<file path="src/rtl/spi_dec_pkg.sv">
package spi_dec_pkg;
  parameter int DUMMY_W = 5;
  parameter int MAX_ADDR_BYTES = 4;
  parameter int ADDR_W = 8 * MAX_ADDR_BYTES;

  typedef enum logic [1:0] {
    LANE1 = 2'd0,
    LANE2 = 2'd1,
    LANE4 = 2'd2,
    LANE_RSVD = 2'd3
  } lanes_e;

  typedef struct packed {
    logic addr4;
    logic isWrite;
    lanes_e lanes;
    logic [DUMMY_W-1:0] dummy;
  } opCfg_t;

  typedef struct packed {
    logic shiftEn;
    lanes_e lanes;
    logic useDev;
    logic clrBits;
    logic loadOp;
    logic pushAddr;
    logic clrAddr;
    logic dataEn;
  } dpStrobe_t;

  function automatic logic [3:0] laneStep(lanes_e l);
    case (l)
      LANE2: return 4'd2;
      LANE4: return 4'd4;
      default: return 4'd1;
    endcase
  endfunction
endpackage

</file>
<file path="src/rtl/spi_dec_optable.sv">
module spi_dec_optable
  import spi_dec_pkg::*;
#(
  parameter int ENTRIES = 8,
  localparam int IDX_W = $clog2(ENTRIES)
) (
  input  logic clk,
  input  logic rstN,
  input  logic wrEn,
  input  logic [IDX_W-1:0] wrIdx,
  input  logic wrValid,
  input  logic [7:0] wrOpcode,
  input  opCfg_t wrCfg,
  input  logic [7:0] lookOpcode,
  output opCfg_t lookCfg
);
  logic [ENTRIES-1:0] entValid;
  logic [7:0] entOpcode [ENTRIES];
  opCfg_t entCfg [ENTRIES];
  opCfg_t wrNorm;

  always_comb begin
    wrNorm = wrCfg;
    if (wrCfg.lanes == LANE_RSVD) wrNorm.lanes = LANE1;
  end

  for (genvar g = 0; g < ENTRIES; g++) begin : gEnt
    always_ff @(posedge clk or negedge rstN) begin
      if (!rstN) begin
        entValid[g] <= 1'b0;
        entOpcode[g] <= '0;
        entCfg[g] <= '0;
      end else if (wrEn && wrIdx == IDX_W'(g)) begin
        entValid[g] <= wrValid;
        entOpcode[g] <= wrOpcode;
        entCfg[g] <= wrNorm;
      end
    end
  end

  always_comb begin
    lookCfg = '{addr4: 1'b0, isWrite: 1'b0, lanes: LANE1, dummy: '0};
    for (int i = ENTRIES - 1; i >= 0; i--) begin
      if (entValid[i] && entOpcode[i] == lookOpcode) lookCfg = entCfg[i];
    end
  end
endmodule

</file>
<file path="src/rtl/spi_dec_datapath.sv">
module spi_dec_datapath
  import spi_dec_pkg::*;
(
  input  logic clk,
  input  logic rstN,
  input  logic cpol,
  input  logic cpha,
  input  logic spiCsN,
  input  logic spiSck,
  input  logic [3:0] hostIo,
  input  logic [3:0] devIo,
  input  dpStrobe_t strobe,
  output logic sampleEdge,
  output logic csFall,
  output logic csRise,
  output logic [3:0] bitCnt,
  output logic [7:0] opcode,
  output logic [ADDR_W-1:0] address,
  output logic dataValid,
  output logic [7:0] dataByte
);
  logic csQ, csPrev, sckQ, sckPrev;
  logic [3:0] hostQ, devQ;
  logic [7:0] shReg, nextByte;
  logic [3:0] srcBits, stepSum;
  logic byteDone;

  always_ff @(posedge clk or negedge rstN) begin
    if (!rstN) begin
      csQ <= 1'b1;
      csPrev <= 1'b1;
      sckQ <= 1'b0;
      sckPrev <= 1'b0;
      hostQ <= '0;
      devQ <= '0;
    end else begin
      csQ <= spiCsN;
      csPrev <= csQ;
      sckQ <= spiSck;
      sckPrev <= sckQ;
      hostQ <= hostIo;
      devQ <= devIo;
    end
  end

  assign csFall = csPrev && !csQ;
  assign csRise = !csPrev && csQ;
  assign sampleEdge = !csQ && (sckQ != sckPrev) && (sckQ == !(cpol ^ cpha));

  assign srcBits = strobe.useDev ? devQ : hostQ;
  assign stepSum = bitCnt + laneStep(strobe.lanes);
  assign byteDone = strobe.shiftEn && stepSum == 4'd8;

  always_comb begin
    case (strobe.lanes)
      LANE2: nextByte = {shReg[5:0], srcBits[1:0]};
      LANE4: nextByte = {shReg[3:0], srcBits[3:0]};
      default: nextByte = {shReg[6:0], strobe.useDev ? srcBits[1] : srcBits[0]};
    endcase
  end

  always_ff @(posedge clk or negedge rstN) begin
    if (!rstN) begin
      shReg <= '0;
      bitCnt <= '0;
      opcode <= '0;
      address <= '0;
      dataValid <= 1'b0;
      dataByte <= '0;
    end else begin
      dataValid <= 1'b0;
      if (strobe.clrBits) begin
        bitCnt <= '0;
        shReg <= '0;
      end else if (strobe.shiftEn) begin
        shReg <= nextByte;
        bitCnt <= byteDone ? 4'd0 : stepSum;
      end
      if (strobe.loadOp && byteDone) opcode <= nextByte;
      if (strobe.clrAddr) address <= '0;
      else if (strobe.pushAddr && byteDone) address <= {address[ADDR_W-9:0], nextByte};
      if (strobe.dataEn && byteDone) begin
        dataValid <= 1'b1;
        dataByte <= nextByte;
      end
    end
  end
endmodule

</file>
<file path="src/rtl/spi_dec_control.sv">
module spi_dec_control
  import spi_dec_pkg::*;
(
  input  logic clk,
  input  logic rstN,
  input  logic sampleEdge,
  input  logic csFall,
  input  logic csRise,
  input  logic [3:0] bitCnt,
  input  opCfg_t lookCfg,
  output dpStrobe_t strobe,
  output opCfg_t frameCfg,
  output logic hdrValid,
  output logic endValid,
  output logic endDropped
);
  typedef enum logic [2:0] {
    ST_IDLE, ST_OPC, ST_LATCH, ST_ADDR, ST_DUMMY, ST_DATA
  } state_e;

  state_e state, stateNxt;
  logic [2:0] addrLeft;
  logic [DUMMY_W-1:0] dummyCnt;
  logic hdrSet, endSet, dropSet, lastBit;

  assign lastBit = (bitCnt + laneStep(strobe.lanes)) == 4'd8;

  always_comb begin
    strobe = '0;
    stateNxt = state;
    hdrSet = 1'b0;
    endSet = 1'b0;
    dropSet = 1'b0;
    if (state != ST_IDLE && csRise) begin
      stateNxt = ST_IDLE;
      endSet = 1'b1;
      dropSet = (state == ST_OPC);
    end else begin
      case (state)
        ST_IDLE: if (csFall) begin
          strobe.clrBits = 1'b1;
          strobe.clrAddr = 1'b1;
          stateNxt = ST_OPC;
        end
        ST_OPC: if (sampleEdge) begin
          strobe.shiftEn = 1'b1;
          strobe.loadOp = 1'b1;
          if (lastBit) stateNxt = ST_LATCH;
        end
        ST_LATCH: stateNxt = ST_ADDR;
        ST_ADDR: if (sampleEdge) begin
          strobe.shiftEn = 1'b1;
          strobe.pushAddr = 1'b1;
          if (lastBit && addrLeft == 3'd1) begin
            if (frameCfg.dummy == '0) begin
              hdrSet = 1'b1;
              stateNxt = ST_DATA;
            end else begin
              stateNxt = ST_DUMMY;
            end
          end
        end
        ST_DUMMY: if (sampleEdge && dummyCnt + 1'b1 == frameCfg.dummy) begin
          hdrSet = 1'b1;
          stateNxt = ST_DATA;
        end
        ST_DATA: if (sampleEdge) begin
          strobe.shiftEn = 1'b1;
          strobe.lanes = frameCfg.lanes;
          strobe.useDev = !frameCfg.isWrite;
          strobe.dataEn = 1'b1;
        end
        default: stateNxt = ST_IDLE;
      endcase
    end
  end

  always_ff @(posedge clk or negedge rstN) begin
    if (!rstN) begin
      state <= ST_IDLE;
      addrLeft <= '0;
      dummyCnt <= '0;
      frameCfg <= '0;
      hdrValid <= 1'b0;
      endValid <= 1'b0;
      endDropped <= 1'b0;
    end else begin
      state <= stateNxt;
      hdrValid <= hdrSet;
      endValid <= endSet;
      endDropped <= dropSet;
      if (state == ST_LATCH) begin
        frameCfg <= lookCfg;
        addrLeft <= lookCfg.addr4 ? 3'd4 : 3'd3;
        dummyCnt <= '0;
      end else begin
        if (state == ST_ADDR && sampleEdge && lastBit && !csRise) addrLeft <= addrLeft - 1'b1;
        if (state == ST_DUMMY && sampleEdge && !csRise) dummyCnt <= dummyCnt + 1'b1;
      end
    end
  end
endmodule

</file>
<file path="src/rtl/spi_flash_decoder.sv">
module spi_flash_decoder
  import spi_dec_pkg::*;
#(
  parameter int ENTRIES = 8,
  localparam int IDX_W = $clog2(ENTRIES)
) (
  input  logic clk,
  input  logic rstN,
  input  logic cpol,
  input  logic cpha,
  input  logic spiCsN,
  input  logic spiSck,
  input  logic [3:0] hostIo,
  input  logic [3:0] devIo,
  input  logic tblWe,
  input  logic [IDX_W-1:0] tblIdx,
  input  logic tblValid,
  input  logic [7:0] tblOpcode,
  input  logic tblAddr4,
  input  logic tblWrite,
  input  logic [1:0] tblLanes,
  input  logic [DUMMY_W-1:0] tblDummy,
  output logic hdrValid,
  output logic [7:0] hdrOpcode,
  output logic [ADDR_W-1:0] hdrAddr,
  output logic hdrWrite,
  output logic [1:0] hdrLanes,
  output logic [DUMMY_W-1:0] hdrDummy,
  output logic dataValid,
  output logic [7:0] dataByte,
  output logic endValid,
  output logic endDropped
);
  dpStrobe_t strobe;
  opCfg_t lookCfg, frameCfg, wrCfg;
  logic sampleEdge, csFall, csRise;
  logic [3:0] bitCnt;

  assign wrCfg = '{addr4: tblAddr4, isWrite: tblWrite, lanes: lanes_e'(tblLanes), dummy: tblDummy};

  spi_dec_optable #(.ENTRIES(ENTRIES)) uTable (
    .clk(clk), .rstN(rstN), .wrEn(tblWe), .wrIdx(tblIdx), .wrValid(tblValid),
    .wrOpcode(tblOpcode), .wrCfg(wrCfg), .lookOpcode(hdrOpcode), .lookCfg(lookCfg)
  );

  spi_dec_datapath uData (
    .clk(clk), .rstN(rstN), .cpol(cpol), .cpha(cpha), .spiCsN(spiCsN), .spiSck(spiSck),
    .hostIo(hostIo), .devIo(devIo), .strobe(strobe), .sampleEdge(sampleEdge),
    .csFall(csFall), .csRise(csRise), .bitCnt(bitCnt), .opcode(hdrOpcode),
    .address(hdrAddr), .dataValid(dataValid), .dataByte(dataByte)
  );

  spi_dec_control uCtrl (
    .clk(clk), .rstN(rstN), .sampleEdge(sampleEdge), .csFall(csFall), .csRise(csRise),
    .bitCnt(bitCnt), .lookCfg(lookCfg), .strobe(strobe), .frameCfg(frameCfg),
    .hdrValid(hdrValid), .endValid(endValid), .endDropped(endDropped)
  );

  assign hdrWrite = frameCfg.isWrite;
  assign hdrLanes = frameCfg.lanes;
  assign hdrDummy = frameCfg.dummy;
endmodule

</file>
<file path="config.mk">
export PLATFORM = sky130hd
export DESIGN_NAME = spi_flash_decoder
export DESIGN_NICKNAME = d
export VERILOG_FILES = /design/src/rtl/spi_dec_pkg.sv /design/src/rtl/spi_dec_optable.sv /design/src/rtl/spi_dec_datapath.sv /design/src/rtl/spi_dec_control.sv /design/src/rtl/spi_flash_decoder.sv
export SDC_FILE = /design/constraint.sdc
export NUM_CORES = 1
export LEC_CHECK = 0
export BUFFER_PORTS_ARGS = -buffer_cell sky130_fd_sc_hd__buf_4
export CELL_PAD_IN_SITES_DETAIL_PLACEMENT = 0
export CELL_PAD_IN_SITES_GLOBAL_PLACEMENT = 1
export CORE_MARGIN = 3
export CORE_UTILIZATION = 35
export DETAILED_ROUTE_END_ITERATION = 12
export PLACE_DENSITY = 0.62
export SKIP_CTS_REPAIR_TIMING = 1
export SYNTH_ARGS = -nofsm -noshare
export SYNTH_HDL_FRONTEND = slang
export SYNTH_SLANG_ARGS = --single-unit
</file>
<file path="constraint.sdc">
create_clock -name clk -period 4 [get_ports clk]
set_clock_uncertainty 0.05 [all_clocks]
set_input_delay 0.6 -clock clk [delete_from_list [all_inputs] [get_ports clk]]
set_output_delay 0.6 -clock clk [all_outputs]
set_load 0.01 [all_outputs]
</file>
After elaboration in Yosys (flattened, before gate mapping)
Index checks and enable logic that the tools add are counted.
- flip-flop bits (word level): 238
- bits of input ports: 36
- output and inout bits: 60
- add/subtract/negate cells: 3
- equal/unequal tests: 35
- mux-type cells: 53
- bitwise gates (word level): 1
- reductions and logical operators: 47
- operators with widths (kind ; count):
    9-bit 2-to-1 mux ; 9
    8-bit equality test ; 8
    32-bit 2-to-1 mux ; 2
    3-bit 2-to-1 mux ; 11
    1-bit logical AND ; 32
    4-bit 2-to-1 mux ; 5
    3-bit equality test, second input constant ; 6
    3-bit one-hot mux with 6 select lines ; 1
    1-bit 2-to-1 mux ; 16
    8-bit one-hot mux with 2 select lines ; 1
    3-bit by 1-bit inequality test with 1-bit output, second input constant ; 5
    7-bit 2-to-1 mux ; 2
    3-bit by 2-bit equality test with 1-bit output, second input constant ; 4
    5-bit 2-to-1 mux ; 2
    3-bit by 1-bit equality test with 1-bit output, second input constant ; 3
    2-bit nonzero test ; 4
    7-bit AND reduction ; 1
    3-bit zero test ; 2
    3-bit one-hot mux with 2 select lines ; 1
    5-bit by 1-bit adder with 5-bit output, second input constant ; 1
    5-bit equality test ; 1
    1-bit zero test ; 5
    5-bit zero test ; 1
    4-bit adder ; 1
    13 further kinds ; 15

Longest topological paths before layout
Gate-level depths: netlist (run 1).
- depth in word-level cells: 16
- gate-level depth with buffers: 17
- gate-level depth less buffers: 14

Modules after synthesis
From an unflattened synthesis (run 1), not the netlist that was laid out.
- cells, all modules: 1122
- area total of the unflattened synthesis: 11851.4 um^2
- by module, submodules not included (module ; instances ; cells each ; area each (um^2) ; sequential area each (um^2)):
    spi_dec_optable ; 1 ; 705 ; 7105.6 ; 3603.5
    spi_dec_datapath ; 1 ; 258 ; 3266.9 ; 1804.2
    spi_dec_control ; 1 ; 159 ; 1478.9 ; 575.6

Worst setup path after synthesis (run 1)
No wires, ideal clock.
- path kind: input to register
- start: input cpha
- end: register uCtrl.addrLeft[2]
- setup time: 124 ps
- data arrival time: 3711 ps
- slack: 115 ps
- cell stages on the path: 15
- cell sequence: xnor2_1 -> mux2i_2 -> nor2_1 -> and2_1 -> ha_1 -> ha_1 -> inv_1 -> fa_1 -> xor2_1 -> and3_1 -> o211ai_1 -> buf_2 -> nor4_1 -> xor2_1 -> a211o_1
- longest elaborated chain between the ends: 14
- RTL lines (element ; line ; text):
    start, declared ; spi_flash_decoder.sv:10 ; input logic cpha,
    1-bit XOR (*) ; spi_dec_datapath.sv:48 ; assign sampleEdge = !csQ && (sckQ != sckPrev) && (sckQ == !(cpol ^ cpha));
    1-bit zero test (*) ; spi_dec_datapath.sv:48 ;
    1-bit equality test (*) ; spi_dec_datapath.sv:48 ;
    1-bit logical AND (*) ; spi_dec_datapath.sv:48 ;
    4-bit 2-to-1 mux ; spi_dec_control.sv:67 ; ST_DATA: if (sampleEdge) begin
    3-bit 2-to-1 mux ; spi_dec_control.sv:39 ; case (state)
    9-bit 2-to-1 mux ; spi_dec_control.sv:34 ; if (state != ST_IDLE && csRise) begin
    2-bit equality test or 2-bit by 1-bit equality test with 1-bit output (tied branches) ; spi_dec_pkg.sv:32 ; case (l)
    3-bit one-hot mux with 2 select lines ; spi_dec_pkg.sv:32 ;
    4-bit adder ; spi_dec_control.sv:26 ; assign lastBit = (bitCnt + laneStep(strobe.lanes)) == 4'd8;
    4-bit equality test ; spi_dec_control.sv:26 ;
    1-bit logical AND (*) (2 in series) ; spi_dec_control.sv:97 ; if (state == ST_ADDR && sampleEdge && lastBit && !csRise) addrLeft <= addrLeft - 1'b1;
    2-bit nonzero test (no line) (*) ; n/a ;
    end signal, assigned ; spi_dec_control.sv:94 ; addrLeft <= lookCfg.addr4 ? 3'd4 : 3'd3;
    end signal, assigned ; spi_dec_control.sv:97 ;
    end, declared ; spi_dec_control.sv:22 ; logic [2:0] addrLeft;
Every way passes the cells marked *; elsewhere a longest branch is shown, timed or not.
A chain may end at the register's enable or synchronous reset.

Worst setup path in the final report (run 1)
- start: register uData.csPrev
- end: register uCtrl.addrLeft[2]
- longest elaborated chain between the ends: 11
- RTL lines (element ; line ; text):
    start, declared ; spi_dec_datapath.sv:22 ; logic csQ, csPrev, sckQ, sckPrev;
    start signal, assigned ; spi_dec_datapath.sv:38 ; csPrev <= csQ;
    1-bit zero test (*) ; spi_dec_datapath.sv:47 ; assign csRise = !csPrev && csQ;
    1-bit logical AND (*) ; spi_dec_datapath.sv:47 ;
    1-bit logical AND ; spi_dec_control.sv:34 ;
    9-bit 2-to-1 mux ; spi_dec_control.sv:34 ;
    2-bit equality test or 2-bit by 1-bit equality test with 1-bit output (tied branches) ; spi_dec_pkg.sv:32 ;
    3-bit one-hot mux with 2 select lines ; spi_dec_pkg.sv:32 ;
    4-bit adder ; spi_dec_control.sv:26 ;
    4-bit equality test ; spi_dec_control.sv:26 ;
    1-bit logical AND ; spi_dec_control.sv:97 ;
    1-bit logical AND (*) ; spi_dec_control.sv:97 ;
    2-bit nonzero test (no line) (*) ; n/a ;
Marks and branches as above.

==> run summary, run 1 <==
drt wl/cell -> 18.5 microns
max cap viols -> 0
Setup CP Type -> register to register
largest net degree at the start of global routing -> 100
Ports -> 96
register area share after synthesis -> 52.8%
CP arrival -> 3.97 ns
DRC -> 0
status -> finished clean
critical path capture point type -> register
Worst Path Max Fanout -> 5
worst slew pin tran -> 1.14 ns
number of synthesized flops with an enable pin -> 0
Syn Nets -> 1173
CTS max path bufs -> 3
Die X -> 186 microns
initial DRC count -> 504
Distinct cells, synth -> 67
core box area -> 31600 sq um
ratio of final minimum period to clock period -> 90.0%
FF/Latch Area -> 5960 sq um
DP Cell Count -> 1588
Crit-path slowest cell -> dfstp_2
dpl hpwl -> 20.4 mm
critical path data required time -> 4.37 ns
first-pass GRT wire length -> 48.3 mm
Layout Cells excl Fill -> 1640
Synth Area per Inst -> 10.0 sq um
Initial Util -> 35.7%
final number of max-transition violations -> 0
Worst-path clk slew -> 0.06 ns
CTS tree -> yes
fmax -> 278 MHz
Ys Warns -> 0
#FFs+latches synth -> 238
DRT Pass-1 Iters -> 4
pwr dens -> 511 nW/um^2
Setup crit start kind -> register
DRT met1 WL -> 14.9 mm
H-tree depth -> 1
Post-Route Utilization -> 42.3%
share of post-route cells with drive strength above 1 -> 21.1%
HP Class -> primary input to async pin
total CTS buffers -> 28
commonest non-fill, non-tap cell in the layout -> nand2_1
DR WL met3 -> 1.16 mm
clk_lat worst skew -> 0.55 ns
Multi-input gate area -> 4970 sq um
P&R area growth vs syn -> 18.7%
Min Clock Period, post-route -> 3.60 ns
most frequent cells in the layout -> nand2_1, dfrtp_1, buf_4
Avg Vias per Cell -> 5.06
die area -> 34400 sq um
Worst slew margin -> 23.7%
mapped cell area -> 11300 sq um
Buffers on Ports -> 95
CTS root buffer -> clkbuf_16
Worst VDD drop -> 0.337 mV
row cnt -> 65
Routed WL -> 30.4 mm
Routed Antenna Nets -> 0
initial antenna violation count -> 0
Async SR Flop Fraction -> 100%
leakage -> 0.00623 uW
Hold Fails Final Rpt -> 0
GPL Wtd Cong -> 0.804
Buf/Inv on CP -> 2
# clock sinks -> 238
endpoints failing setup -> 0
DR top layer -> met4
Overall Global Routing Usage -> 17.8%
Antenna diodes -> 0
routed via count -> 8294
RSZ-0062 raised after global routing -> false
layout filler cell count -> 3138
CP max stage delay -> 0.53 ns
DR WL met2 -> 13.8 mm
total chip power -> 6850 uW
top_reg_cell synth -> dfrtp_1
Mapped Cells -> 1127
GRT overflow -> 0
crit-path cells -> nand2b_2, nand4_1, nor2_1, buf_4, nand2_1, ha_1, ha_1, inv_1, fa_1, xor2_1, and3_1, o211ai_1, nor4_2, xor2_1, a211o_1
DIE HEIGHT -> 186 microns
vias in the first global route -> 8219
delay-heaviest family, CP -> simple AND/OR/NAND/NOR gates
final-stage net count -> 1263
## kinds of logic (layout without fill, tap and decap cells)
group / Yosys count / count (layout) / synth area share [%]
XOR/XNOR: 77 / 77 / 6.04
AO/OA/AOI/OAI: 152 / 152 / 9.03
flip-flops: 238 / 238 / 52.8
multiplexers: 71 / 71 / 7.08
adder cells (fa/ha/maj): 10 / 10 / 1.18
buffers and inverters: 80 / 191 / 3.34
AND/OR/NAND/NOR: 499 / 499 / 20.5
## registers in the layout (all words and copies together) (netlist names), 3 cells and up
signal / count
uData.shReg: 7
uTable.entOpcode: 64
uCtrl.frameCfg: 8
uData.devQ: 4
uData.address: 32
uTable.entValid: 8
uTable.entCfg: 72
uCtrl.addrLeft: 3
uData.dataByte: 8
uData.hostQ: 4
uData.bitCnt: 4
uCtrl.state: 3
uData.opcode: 8
uCtrl.dummyCnt: 5
## layer usage
metal,vias up,GRT usage (%)
met2,155,28.7
li1,4041,-
met3,34,2.29
met1,4064,26.0
met5,-,0
met4,0,3.49
## report_power, final
group	internal [uW]	total, uW	switching (uW)
Clock	1500	2510	1020
Sequential	2800	3080	283
Combinational	575	1250	677
Total	4870	6850	1980
## Yosys cell counts (all sizes together), types with 5 or more instances
master / count / share of area, %
nor2: 26 / 0.86
buf: 21 / 1.4
a22oi: 5 / 0.33
nor3b: 12 / 0.90
nand2: 291 / 9.7
a31oi: 17 / 0.94
a21o: 8 / 0.53
nand2b: 5 / 0.28
o2bb2ai: 6 / 0.47
ha: 9 / 1.0
dfrtp: 236 / 52
and3: 8 / 0.44
and2: 17 / 0.94
nor4: 7 / 0.44
a21oi: 17 / 0.75
o22a: 7 / 0.54
o21ai: 48 / 2.1
or3: 7 / 0.39
o31ai: 8 / 0.53
nor2b: 9 / 0.50
xor2: 20 / 1.6
or2: 9 / 0.50
clkbuf: 42 / 1.4
nand3: 63 / 2.8
inv: 17 / 0.57
mux2: 68 / 6.8
nand3b: 9 / 0.60
nor3: 18 / 1.1
nand4: 13 / 0.72
o211ai: 11 / 0.73
xnor2: 57 / 4.5
## path summary, 6_finish.rpt
path / start / endpoint / slack, ns / depth (start not counted)
max in group asynchronous: rstN / uTable.entCfg[17] / 2.96 / 2
min: rstN / uData.address[30] / 0.04 / 1
max reg2reg: uData.csPrev / uCtrl.addrLeft[2] / 0.40 / 15
min in group clk: hostIo[0] / uData.hostQ[0] / 0.11 / 1
min reg2reg: uData.sckQ / uData.sckPrev / 0.35 / 0
max: uData.csPrev / uCtrl.addrLeft[2] / 0.40 / 15
## cell type report
cell class	count	share of cell area, %
clock inverter	10	0.663
tap	402	3.75
sequential	238	44.5
timing repair buffer	123	7.32
multi-input combinational	809	37.1
inverter	17	0.476
clock buffer	41	6.19
## worst reg2reg max path, cell delays in order (launching register included)
cell,delay (ns)
dfstp_2,0.53
nand2b_2,0.16
nand4_1,0.18
nor2_1,0.17
buf_4,0.14
nand2_1,0.08
ha_1,0.31
ha_1,0.17
inv_1,0.06
fa_1,0.37
xor2_1,0.16
and3_1,0.19
o211ai_1,0.18
nor4_2,0.34
xor2_1,0.11
a211o_1,0.29
## through the flow
| step | setup TNS, ns | setup slack, ns | instance area [sq um] | hold slack [ns] |
|---|---|---|---|---|
| after CTS | 0 | 0.195 | 13400 | 0.0774 |
| after global placement | -0.133 | -0.0442 | 12500 | 0.332 |
| after detailed placement | -0.463 | -0.0871 | 12500 | 0.338 |
| after global routing | 0 | 0.0605 | 13400 | 0.0879 |
| after floorplan | 0 | 0.115 | 11300 | 0.254 |
| final | 0 | 0.399 | 13400 | 0.0420 |
Note: power is estimated with default switching activity, not from simulation.
==> run 2: changes to the inputs <==
- ABC_AREA: unset -> 1
- PLACE_DENSITY: 0.62 -> 0.64
==> run 2 against run 1 <==
Effect of this change:
- hold slack worse by 0.0098 ns
- sequential share of layout area grew 0.86 points
- synthesized cell count up 18%
- critical path depth up 3
- final cell count increased by 13%
- via count rose by 7.0%
- die area fell by 1.7%
- maximum frequency rose by 3.3%
- global-route usage increased by 0.54 points
==> run summary, run 2 <==
status -> finished clean
Avg Vias per Cell -> 4.80
Worst-path clk slew -> 0.06 ns
DIE HEIGHT -> 184 microns
#FFs+latches synth -> 238
Ports -> 96
CTS tree -> yes
initial DRC count -> 575
post-synthesis mux area share -> 0.0903%
die area -> 33800 sq um
DP Cell Count -> 1800
leakage -> 0.00651 uW
area leader, netlist -> dfrtp_1
P&R area growth vs syn -> 18.6%
crit-path cells -> or2_0, o21ai_1, nand2_2, nor2_2, nand2_1, ha_1, ha_1, inv_1, fa_1, nand2_1, nor2_1, nand2_1, nor2_2, nand3_2, inv_2, nor2_4, inv_2, o22ai_1
Largest regs -> uTable.entCfg (72), uTable.entOpcode (64), uData.address (32)
row cnt -> 64
largest family of logic cells by synthesized area -> simple AND/OR/NAND/NOR gates
mapped cell area -> 11100 sq um
first-pass GRT wire length -> 49.3 mm
Crit-path slowest cell -> fa_1
Worst slew margin -> 20.2%
core box area -> 30900 sq um
stages on the worst setup path -> 18
number of synthesized flops with an enable pin -> 0
Worst R2R Setup Slack -> 0.52 ns
Critical Path Most Common Cell -> nand2_1
Routed WL -> 30.9 mm
CTS max path bufs -> 3
Ys Warns -> 0
top-area cell type share of the netlist area -> 53.3%
Mapped Cells -> 1332
Multi-input gate area -> 4310 sq um
most numerous cell in the Yosys netlist -> nand2_1
final setup TNS -> 0 ns
HP Class -> primary input to async pin
synth top area cells -> dfrtp_1, nand2_1, o21ai_0
Largest Register -> uTable.entCfg
fmax -> 287 MHz
Buf/Inv on CP -> 3
delay-heaviest family, CP -> simple AND/OR/NAND/NOR gates
Routed Antenna Nets -> 0
Setup CP Type -> register to register
Initial Util -> 35.9%
most frequent cells in the layout -> nand2_1, dfrtp_1, o21ai_0
commonest non-fill, non-tap cell in the layout -> nand2_1
Setup crit start kind -> register
routed via count -> 8876
CP arrival -> 3.82 ns
worst setup path startpoint -> uData.sckPrev
Worst Path Max Fanout -> 19
Layout Cells excl Fill -> 1850
RSZ-0062 raised after global routing -> false
GRT overflow -> 0
Worst Setup EP -> uData.address[2]
pwr dens -> 512 nW/um^2
share of post-route cells with drive strength above 1 -> 14.3%
Distinct cells, synth -> 47
post-layout instance area -> 13100 sq um
Async SR Flop Fraction -> 100%
Simple-Gate Fraction of Synth Area -> 21.6%
final-stage net count -> 1481
r2r startpoint -> uData.sckPrev
drt wl/cell -> 16.7 microns
top post-synthesis cells by count -> nand2_1, dfrtp_1, o21ai_0, inv_1, nor2_1
max reg flops -> 72
worst slew pin tran -> 1.19 ns
dpl hpwl -> 21.3 mm
Placement Cell Area -> 12300 sq um
reg2reg path depth -> 18
register area share after synthesis -> 53.7%
Post-Synth Adder-Cell Area -> 1.20%
max cap viols -> 0
Min Clock Period, post-route -> 3.48 ns
H-tree depth -> 1
Compound-Gate Fraction of Synth Area -> 13.6%
final number of max-transition violations -> 0
xor and xnor area share after synthesis -> 2.29%
critical path capture point type -> register
initial antenna violation count -> 0
hold slack -> 0.0323 ns
Hold Fails Final Rpt -> 0
ratio of final minimum period to clock period -> 87.1%
largest net degree at the start of global routing -> 103
Syn Nets -> 1378
endpoints failing setup -> 0
# clock sinks -> 238
Die X -> 184 microns
Buffers on Ports -> 95
FF/Latch Area -> 5960 sq um
DRT Pass-1 Iters -> 8
Antenna diodes -> 0
layout filler cell count -> 3172
capturing point of the worst reg2reg path -> uData.address[2]
top_reg_cell synth -> dfrtp_1
vias in the first global route -> 8476
Synth Area per Inst -> 8.32 sq um
Worst VDD drop -> 0.296 mV
critical path data required time -> 4.34 ns
Overall Global Routing Usage -> 18.3%
DRC -> 0
clk_lat worst skew -> 0.54 ns
total CTS buffers -> 28
CP max stage delay -> 0.49 ns
GPL Wtd Cong -> 0.788
CTS root buffer -> clkbuf_16
## run 2: kinds of logic after synthesis
group | after synthesis
AND/OR/NAND/NOR | 571
AO/OA/AOI/OAI | 285
flip-flops | 238
buffers and inverters | 198
XOR/XNOR | 29
adder cells (fa/ha/maj) | 10
multiplexers | 1
## run 2: how the worst min path moves through the flow
stage                    start                end  slack [ns]  cells past startpoint
CTS                       rstN  uData.address[24]        0.08                      1
finish                    rstN  uData.address[24]        0.03                      1
global placement    uData.sckQ      uData.sckPrev        0.31                      0
detailed placement   uData.csQ       uData.csPrev        0.31                      0
global route              rstN  uData.address[24]        0.09                      1
floorplan                 rstN  uCtrl.addrLeft[0]        0.25                      0
## run 2: power breakdown
part	internal, uW	total [uW]	switching, uW
sequential	2780	3050	265
combinational	483	1240	761
clock	1450	2440	988
## run 2: metrics by stage
step | power [uW] | util (%) | setup slack (ns)
floorplan | 3870 | - | 0.334
global placement | 4340 | 39.7 | 0.0267
detailed placement | 4350 | 39.7 | -0.0487
CTS | 6810 | 42.5 | 0.266
global route | 7140 | 42.5 | 0.0655
finish | 6730 | 42.5 | 0.515
## run 2: layout make-up
cell class              count  share of cell area [%]
clock inverters             4                   0.171
flip-flops and latches    238                    45.3
repair buffers            117                    7.03
multi-input cells         896                    32.8
inverters                 154                    4.42
well taps                 396                    3.77
clock buffers              45                    6.51
## run 2: layer usage
| layer | vias up | track usage [%] | wire length, microns |
|---|---|---|---|
| li1 | 4477 | - | - |
| met1 | 4199 | 27.4 | 15600 |
| met2 | 164 | 28.7 | 13700 |
| met3 | 36 | 2.55 | 1180 |
| met4 | 0 | 3.48 | 473 |
| met5 | - | 0 | 0 |
